==> src/rtl/ir_rl_pkg.sv <==
package ir_rl_pkg;
    typedef enum logic {
        RL_IDLE = 1'b0,
        RL_RUN  = 1'b1
    } rl_mode_e;
endpackage

==> src/rtl/ir_rl_tick.sv <==
module ir_rl_tick #(
    parameter int PER_W    = 7,
    parameter int UNIT_CYC = 4,
    parameter int PER_MIN  = 5,
    parameter int PER_DEF  = 50
) (
    input  logic             clk,
    input  logic             rst_n,
    input  logic             rx_en,
    input  logic [PER_W-1:0] period_cfg,
    output logic             tick
);
    localparam int DIV_W = $clog2(((2 ** PER_W) - 1) * UNIT_CYC + 1);

    typedef struct packed {
        logic [DIV_W-1:0] div;
    } tick_st_t;

    tick_st_t st_d, st_q;
    logic [PER_W-1:0] eff_per;
    logic [DIV_W-1:0] lim;

    always_comb begin
        eff_per = (period_cfg < PER_W'(PER_MIN)) ? PER_W'(PER_DEF) : period_cfg;
        lim     = DIV_W'(eff_per) * DIV_W'(UNIT_CYC);
        tick    = rx_en && (st_q.div == lim - DIV_W'(1));
        st_d    = st_q;
        if (!rx_en || tick) begin
            st_d.div = '0;
        end else begin
            st_d.div = st_q.div + DIV_W'(1);
        end
    end

    always_ff @(posedge clk or negedge rst_n) begin
        if (!rst_n) st_q <= '0;
        else        st_q <= st_d;
    end
endmodule

==> src/rtl/ir_rl_runlen.sv <==
module ir_rl_runlen
    import ir_rl_pkg::*;
#(
    parameter int CNT_W = 7
) (
    input  logic           clk,
    input  logic           rst_n,
    input  logic           rx_en,
    input  logic           tick,
    input  logic           ir_in,
    input  logic           ovf_en,
    output logic           emit_vld,
    output logic [CNT_W:0] emit_data
);
    localparam logic [CNT_W-1:0] CNT_MAX = {CNT_W{1'b1}};

    typedef struct packed {
        rl_mode_e         mode;
        logic             lvl;
        logic [CNT_W-1:0] cnt;
    } rl_st_t;

    rl_st_t st_d, st_q;

    always_comb begin
        st_d      = st_q;
        emit_vld  = 1'b0;
        emit_data = '0;
        if (!rx_en) begin
            st_d.mode = RL_IDLE;
            st_d.lvl  = 1'b0;
            st_d.cnt  = '0;
        end else if (tick) begin
            if (st_q.mode == RL_IDLE) begin
                if (ir_in) begin
                    st_d.mode = RL_RUN;
                    st_d.lvl  = 1'b1;
                    st_d.cnt  = CNT_W'(1);
                end
            end else if (ir_in != st_q.lvl) begin
                emit_vld  = 1'b1;
                emit_data = {~st_q.lvl, st_q.cnt};
                st_d.lvl  = ir_in;
                st_d.cnt  = CNT_W'(1);
            end else if (st_q.cnt == CNT_MAX) begin
                if (ovf_en) begin
                    emit_vld  = 1'b1;
                    emit_data = {~st_q.lvl, CNT_MAX};
                    st_d.cnt  = CNT_W'(1);
                end
            end else begin
                st_d.cnt = st_q.cnt + CNT_W'(1);
            end
        end
    end

    always_ff @(posedge clk or negedge rst_n) begin
        if (!rst_n) st_q <= '{mode: RL_IDLE, lvl: 1'b0, cnt: '0};
        else        st_q <= st_d;
    end
endmodule

==> src/rtl/ir_rl_writer.sv <==
module ir_rl_writer #(
    parameter int DATA_W = 8,
    parameter int SLOTS  = 4
) (
    input  logic              clk,
    input  logic              rst_n,
    input  logic              rx_en,
    input  logic              emit_vld,
    input  logic [DATA_W-1:0] emit_data,
    input  logic              irq_ack,
    output logic              wr_en,
    output logic [$clog2(SLOTS):0] wr_addr,
    output logic [DATA_W-1:0] wr_data,
    output logic              wr_half,
    output logic              rx_irq
);
    localparam int SLOT_W = $clog2(SLOTS);
    localparam logic [SLOT_W-1:0] LAST_SLOT = SLOT_W'(SLOTS - 1);

    typedef struct packed {
        logic [SLOT_W-1:0] slot;
        logic              half;
        logic              wen;
        logic [SLOT_W:0]   waddr;
        logic [DATA_W-1:0] wdata;
        logic              irq;
    } wr_st_t;

    wr_st_t st_d, st_q;

    always_comb begin
        st_d     = st_q;
        st_d.wen = 1'b0;
        st_d.irq = st_q.irq & ~irq_ack;
        if (!rx_en) begin
            if (st_q.slot != '0) begin
                st_d.wen   = 1'b1;
                st_d.waddr = {st_q.half, st_q.slot};
                st_d.wdata = '0;
                st_d.slot  = '0;
                st_d.half  = ~st_q.half;
                st_d.irq   = 1'b1;
            end
        end else if (emit_vld) begin
            st_d.wen   = 1'b1;
            st_d.waddr = {st_q.half, st_q.slot};
            st_d.wdata = emit_data;
            if (st_q.slot == LAST_SLOT) begin
                st_d.slot = '0;
                st_d.half = ~st_q.half;
                st_d.irq  = 1'b1;
            end else begin
                st_d.slot = st_q.slot + SLOT_W'(1);
            end
        end
    end

    always_ff @(posedge clk or negedge rst_n) begin
        if (!rst_n) st_q <= '0;
        else        st_q <= st_d;
    end

    assign wr_en   = st_q.wen;
    assign wr_addr = st_q.waddr;
    assign wr_data = st_q.wdata;
    assign wr_half = st_q.half;
    assign rx_irq  = st_q.irq;
endmodule

==> src/rtl/ir_runlen_rx.sv <==
module ir_runlen_rx #(
    parameter int CNT_W    = 7,
    parameter int PER_W    = 7,
    parameter int UNIT_CYC = 4,
    parameter int PER_MIN  = 5,
    parameter int PER_DEF  = 50,
    parameter int SLOTS    = 4
) (
    input  logic                      clk,
    input  logic                      rst_n,
    input  logic                      rx_en,
    input  logic                      ir_in,
    input  logic [PER_W-1:0]          period_cfg,
    input  logic                      ovf_en,
    input  logic                      irq_ack,
    output logic                      wr_en,
    output logic [$clog2(SLOTS):0]    wr_addr,
    output logic [CNT_W:0]            wr_data,
    output logic                      wr_half,
    output logic                      rx_irq
);
    localparam int DATA_W = CNT_W + 1;

    logic           tick;
    logic           emit_vld;
    logic [CNT_W:0] emit_data;

    ir_rl_tick #(
        .PER_W(PER_W), .UNIT_CYC(UNIT_CYC), .PER_MIN(PER_MIN), .PER_DEF(PER_DEF)
    ) u_tick (
        .clk(clk), .rst_n(rst_n), .rx_en(rx_en), .period_cfg(period_cfg), .tick(tick)
    );

    ir_rl_runlen #(.CNT_W(CNT_W)) u_runlen (
        .clk(clk), .rst_n(rst_n), .rx_en(rx_en), .tick(tick), .ir_in(ir_in),
        .ovf_en(ovf_en), .emit_vld(emit_vld), .emit_data(emit_data)
    );

    ir_rl_writer #(.DATA_W(DATA_W), .SLOTS(SLOTS)) u_writer (
        .clk(clk), .rst_n(rst_n), .rx_en(rx_en), .emit_vld(emit_vld),
        .emit_data(emit_data), .irq_ack(irq_ack), .wr_en(wr_en),
        .wr_addr(wr_addr), .wr_data(wr_data), .wr_half(wr_half), .rx_irq(rx_irq)
    );
endmodule

==> config.mk <==
export PLATFORM = sky130hd
export DESIGN_NAME = ir_runlen_rx
export DESIGN_NICKNAME = d
export VERILOG_FILES = /design/src/rtl/ir_rl_pkg.sv /design/src/rtl/ir_rl_tick.sv /design/src/rtl/ir_rl_runlen.sv /design/src/rtl/ir_rl_writer.sv /design/src/rtl/ir_runlen_rx.sv
export SDC_FILE = /design/constraint.sdc
export NUM_CORES = 1
export LEC_CHECK = 0
export ABC_AREA = 1
export BUFFER_PORTS_ARGS = -buffer_cell sky130_fd_sc_hd__buf_2
export CAP_MARGIN = 5
export CORE_UTILIZATION = 55
export DETAILED_ROUTE_END_ITERATION = 12
export GPL_ROUTABILITY_DRIVEN = 1
export PLACE_DENSITY = 0.76
export SLEW_MARGIN = 10
export SYNTH_ARGS = -nofsm -noshare
export SYNTH_HDL_FRONTEND = slang
export SYNTH_SLANG_ARGS = --single-unit
==> constraint.sdc <==
create_clock -name clk -period 5.25 [get_ports clk]
set_clock_uncertainty 0.05 [all_clocks]
set_input_delay 0.525 -clock clk [delete_from_list [all_inputs] [get_ports clk]]
set_output_delay 0.525 -clock clk [all_outputs]
set_load 0.01 [all_outputs]
Word-level counts from Yosys, hierarchy flattened
Cells that the tools add are included.
{"block": "word_totals", "output_inout_bits": 14, "reg_bits": 34, "input_bits": 13, "word_cells": 66}
{"block": "op_classes", "n_eq_ne": 10, "bitwise": 4, "reduce_logical": 9, "n_lt_le_gt_ge": 1, "add_sub_neg": 4, "mux": 28}
{"operator": "16-bit two-way mux", "count": 3}
{"operator": "8-bit two-way mux", "count": 6}
{"operator": "9-bit two-way mux", "count": 4}
{"operator": "7-bit two-way mux", "count": 4}
{"operator": "1-bit two-way mux", "count": 10}
{"operator": "9-bit by 1-bit adder with 9-bit output, second input constant", "count": 1}
{"operator": "9-bit == test", "count": 1}
{"operator": "3-bit AND reduction", "count": 3}
{"operator": "9-bit by 1-bit subtractor with 9-bit output, second input constant", "count": 1}
{"operator": "7-bit by 1-bit adder with 7-bit output, second input constant", "count": 1}
{"operator": "7-bit == test, second input constant", "count": 1}
{"operator": "7-bit by 3-bit less-than comparator with 1-bit output, second input constant", "count": 1}
{"operator": "2-bit by 1-bit inequality test with 1-bit output, second input constant", "count": 3}
{"operator": "5-bit inequality test, second input constant", "count": 1}
{"operator": "2-bit nonzero test", "count": 2}
{"operator": "3-bit by 1-bit inequality test with 1-bit output, second input constant", "count": 1}
{"operator": "3-bit inequality test, second input constant", "count": 1}
{"operator": "1-bit NOT", "count": 3}
{"operator": "2-bit by 1-bit adder with 2-bit output, second input constant", "count": 1}
{"operator": "2-bit == test, second input constant", "count": 1}
{"operator": "2-bit two-way mux", "count": 1}
{"operator": "2-bit AND reduction", "count": 1}
{"operator": "1-bit AND", "count": 1}
{"operator": "1-bit logical AND", "count": 1}
{"operator": "other kinds (3)", "count": 3}

Depth between registers and ports, before layout
{"block": "logic_depth", "depth_word": 9, "ltp_mapped": 18, "depth_no_buf": 18}

By module
From an unflattened synthesis, not the netlist that was laid out.
{"block": "unflattened", "hier_cells": 324, "area_unflattened_um2": 2299.7}
{"mod": "ir_rl_writer", "instances": 1, "cells_each": 92, "area_per_inst_um2": 813.3}
{"mod": "ir_rl_tick", "instances": 1, "cells_each": 129, "area_per_inst_um2": 767.0}
{"mod": "ir_rl_runlen", "instances": 1, "cells_each": 103, "area_per_inst_um2": 719.4}

Least setup slack after synthesis
OpenSTA, ideal clock, no wires.
{"block": "synth_path", "path_type": "input-to-reg", "start": "input port period_cfg[3]", "end": "register u_writer.st_q, in the netlist u_writer.wr_data[0]", "required_time_ns": 5.080, "stages": 18, "slack_ns": 2.915, "arrival_ns": 2.165, "cell_sequence": "nor2_1 nand2_1 nor2_1 nor2_1 inv_1 ha_1 nand2_1 nand2_1 nor2_1 nand2_1 nor2_1 nand2_1 nor2_4 nand4_2 nand2_2 inv_2 nand2_1 nand2_1"}
{"block": "synth_between", "elab_chain_len": 9, "elab_cells_between_ends": 12, "classes_between": "add/sub (1); order compare (1); eq/ne (2); mux (6); reduce/logical (2)"}
{"element": "start: declaration", "line": "ir_runlen_rx.sv:13", "text": "input logic [PER_W-1:0] period_cfg,"}
{"element": "7-bit by 3-bit less-than comparator with 1-bit output", "line": "ir_rl_tick.sv:24", "text": "eff_per = (period_cfg < PER_W'(PER_MIN)) ? PER_W'(PER_DEF) : period_cfg;"}
{"element": "7-bit two-way mux *", "line": "ir_rl_tick.sv:24"}
{"element": "9-bit by 1-bit subtractor with 9-bit output *", "line": "ir_rl_tick.sv:26", "text": "tick = rx_en && (st_q.div == lim - DIV_W'(1));"}
{"element": "9-bit == test *", "line": "ir_rl_tick.sv:26"}
{"element": "1-bit logical AND *", "line": "ir_rl_tick.sv:26"}
{"element": "1-bit two-way mux", "line": "ir_rl_runlen.sv:33", "text": "end else if (tick) begin"}
{"element": "1-bit two-way mux", "line": "ir_rl_runlen.sv:29", "text": "if (!rx_en) begin"}
{"element": "2-bit by 1-bit inequality test with 1-bit output (no line)"}
{"element": "2-bit AND reduction (no line)"}
{"element": "end signal: assignment", "line": "ir_rl_writer.sv:60", "text": "else st_q <= st_d;"}
{"element": "end: declaration", "line": "ir_rl_writer.sv:29", "text": "wr_st_t st_d, st_q;"}
Mark *: on every way between the ends. The rest lies on a longest branch, timed or not. The select of a mux whose other input is x is not followed.
A chain may end at the register's enable or synchronous reset.

Worst setup path after layout
{"block": "layout_path", "start": "input port period_cfg[5]", "end": "register u_writer.st_q, in the netlist u_writer.wr_data[2]"}
Same word-level chain as after synthesis.

==> flow_metrics.env <==
export IMPL_die_x_um=64.2
export IMPL_ant_nets=0
export IMPL_finalCritPeriodShare_pct=47.4
export IMPL_synthFlopType="dfrtp_1"
export IMPL_cts_root_buf="clkbuf_8"
export IMPL_synth_most_common_cell="nand2_1"
export IMPL_cts_setup_buffers=0
export IMPL_slowest_stage="ha_1"
export IMPL_dr_wl_met2_mm=1.79
export IMPL_numCtsBuffers=5
export IMPL_initial_core_util_pct=57.8
export IMPL_routed_wl_mm=4.12
export IMPL_area_growth_syn_to_layout_pct=9.22
export IMPL_synth_top_cell_area_share_pct=39.9
export IMPL_dp_cells=344
export IMPL_syn_num_nets=300
export IMPL_p_leak_uw=0.00123
export IMPL_cts_sinks=34
export IMPL_num_antenna_cells=0
export IMPL_drive_gt1_share_pct=18.1
export IMPL_wl_met1_mm=2.03
export IMPL_path_max_fanout=10
export IMPL_power_total_uw=624
export IMPL_synth_top_cell_by_area="dfrtp_1"
export IMPL_syn_mean_instance_area_um2=7.56
export IMPL_grt_remaining_overflow=0
export IMPL_critPathMaxStageDelay_ps=230
export IMPL_io_pins=27
export IMPL_synth_seq_cells=34
export IMPL_drc_errors=0
export IMPL_critPathKind="in2reg"
export IMPL_grt_pass1_wl_mm=7.17
export IMPL_grt_antenna_before_repair=0
export IMPL_tightest_slew_ps=731
export IMPL_clk_pin_slew_ps=70
export IMPL_layout_nets=321
export IMPL_grt_pass1_vias=1605
export IMPL_cts_hold_fix_buffers=0
export IMPL_clock_fmax_mhz=401
export IMPL_path_common_cell="nand2_1"
export IMPL_grt_max_degree=35
export IMPL_dieArea_mm2=0.00413
export IMPL_cts_buffer_depth=2
export IMPL_peakVddDrop_v=0.000139
export IMPL_cts_tree="done"
export IMPL_status="finished clean"
export IMPL_yosys_warnings=0
export IMPL_htreeDepth=2
export IMPL_hpwl_mm=3.07
export IMPL_critPathLaunchType="primary input"
export IMPL_vias_per_cell=5.06
export IMPL_syn_inst=282
export IMPL_report_final_slew_viol_count=0
export IMPL_top_layer_used="met4"
export IMPL_core_area_mm2=0.00369
export IMPL_drv_cap=0
export IMPL_end_kind="flip-flop"
export IMPL_synth_edf_count=0
export IMPL_synth_area_leaders="dfrtp_1, nand2_1, nor2_1"
export IMPL_globalplace_congestion=0.848
export IMPL_vias=1781
export IMPL_drtIter0Drc=158
export IMPL_drtPass1Iterations=4
export IMPL_rsz0062_at_grt="no"
export IMPL_portBuffers=26
export IMPL_routedWlPerCell_um=11.7
export IMPL_wl_met3_um=233
export IMPL_fin_crit_ps=2490
export IMPL_crit_chain="buf_2, nor2_1, nand2_1, nor2_1, nor2_1, inv_1, ha_1, nand2_1, nand2_1, nor2_1, nand2_1, nor2_1, nand2_1, nor2_4, nand4_2, nand2_2, inv_2, nand2_1, nand2_1"
export IMPL_synth_area_mm2=0.00213
export IMPL_synth_common_cells="nand2_1, nor2_1, dfrtp_1"
export IMPL_holdCritPathClass="in2async"
export IMPL_worstPathArrival_ps=2620
export IMPL_clkLatencyLatePin_ps=290
export IMPL_finalHoldViolations=0
export IMPL_cp_required_ps=5380
export IMPL_ys_async_sr_fraction_pct=100
export IMPL_finalSetupViolCount=0
export IMPL_fp_dieH_um=64.2
export IMPL_slew_headroom_pct=51.2
export IMPL_synth_cell_types=32
export IMPL_timing_setup_tns_ps=0
export IMPL_instances_no_fill=352
export IMPL_yosysSeqAreaShare_pct=39.9
export IMPL_rows=22
export IMPL_pwr_density_cell_mw_per_mm2=268
export IMPL_ctsResizeCount=0
export IMPL_grtUsageTotal_pct=23.1
==> path summary, 6_finish.rpt <==
path / from / end / slack (ps) / cells past startpoint
max reg2reg: u_runlen.st_q[0]$_DFFE_PN0P_ / u_writer.wr_data[2]$_DFFE_PN0P_ / 3080 / 12
min reg2reg: u_writer.wr_data[0]$_DFFE_PN0P_ / u_writer.wr_data[0]$_DFFE_PN0P_ / 410 / 2
max: period_cfg[5] / u_writer.wr_data[2]$_DFFE_PN0P_ / 2760 / 19
max in group asynchronous: rst_n / u_tick.st_q[3]$_DFF_PN0_ / 4440 / 1
min in group clk: irq_ack / u_writer.rx_irq$_DFF_PN0_ / 400 / 2
min: rst_n / u_writer.wr_data[7]$_DFFE_PN0P_ / 240 / 1
==> per-stage QoR <==
step	hold slack (ps)	cell area [um^2]	worst slack (ps)	utilization, %
after floorplan	179	2130	2910	-
after global placement	399	2220	2500	60.1
after detailed placement	403	2220	2480	60.1
after CTS	263	2330	2780	63.1
after global routing	285	2330	2420	63.1
final	241	2330	2760	63.1
==> cell usage in the layout (no fill, tap or decap) <==
master     netlist  routed
buf_2            0      26
o21bai_1         1       1
or2_2            2       2
or2_1            1       1
xnor2_1          3       3
o21ai_0         11      11
o211ai_1         1       1
nor2_1          38      38
nand2_1         78      78
nor3b_1          4       4
clkbuf_8         0       5
nand2_8          1       1
clkinv_2         0       2
o21ai_2          1       1
nor3_1           4       4
nor4_1           2       2
nand3_2          1       1
nand4_1         10      10
nand3_4          2       2
bufinv_16        0       1
o21ai_1          2       2
inv_2            4       4
nand2_2          6       6
nand3_1         14      14
xor2_1           4       4
ha_1             5       5
a21oi_4          1       1
inv_1           31      31
nor2_2           1       1
nor2_4           1       1
a21oi_1          4       4
nand4_2          1       1
dfrtp_1         34      34
nand3b_1         2       2
==> area by class of cell <==
class | count | area (um^2)
fillers | 336 | 1360
multi-input cells | 201 | 1050
flip-flops and latches | 34 | 851
inverters | 35 | 131
repair buffers | 26 | 130
clock buffers | 5 | 68.8
well taps | 48 | 60.1
clock inverters | 3 | 40.0
==> kinds of logic after synthesis <==
| group | count (synthesis) | synth area share (%) |
|---|---|---|
| AND/OR/NAND/NOR | 168 | 37.4 |
| flip-flops | 34 | 39.9 |
| adder cells (fa/ha/maj) | 5 | 2.94 |
| AO/OA/AOI/OAI | 21 | 5.87 |
| XOR/XNOR | 7 | 2.88 |
| buffers and inverters | 47 | 11.0 |
==> critical path: cells and delay by family <==
family	cells	cell delay, ps
fa+ha+maj	1	230
buf+inv	3	280
simple gates	15	1570
==> flip-flops by register name, summed over array words and instances (netlist names) <==
register          flops
u_writer.wr_en        1
u_writer.rx_irq       1
u_writer.st_q         2
u_tick.st_q           9
u_writer.wr_half      1
u_writer.wr_addr      3
u_writer.wr_data      8
u_runlen.st_q         9
==> power breakdown <==
| group | switching (uW) | leakage (uW) | internal [uW] | total (uW) |
|---|---|---|---|---|
| registers | 12.2 | 0.000463 | 279 | 291 |
| logic | 59.9 | 0.000705 | 34.5 | 94.3 |
| clock network | 98.8 | 0.0000579 | 140 | 238 |
==> routing by layer <==
| layer | track usage, % | vias to the layer above |
|---|---|---|
| met1 | 33.2 | 793 |
| met4 | 8.33 | 0 |
| li1 | - | 934 |
| met2 | 33.2 | 48 |
| met3 | 5.89 | 6 |
| met5 | 0 | - |
Note: power is estimated with default switching activity, not from simulation.
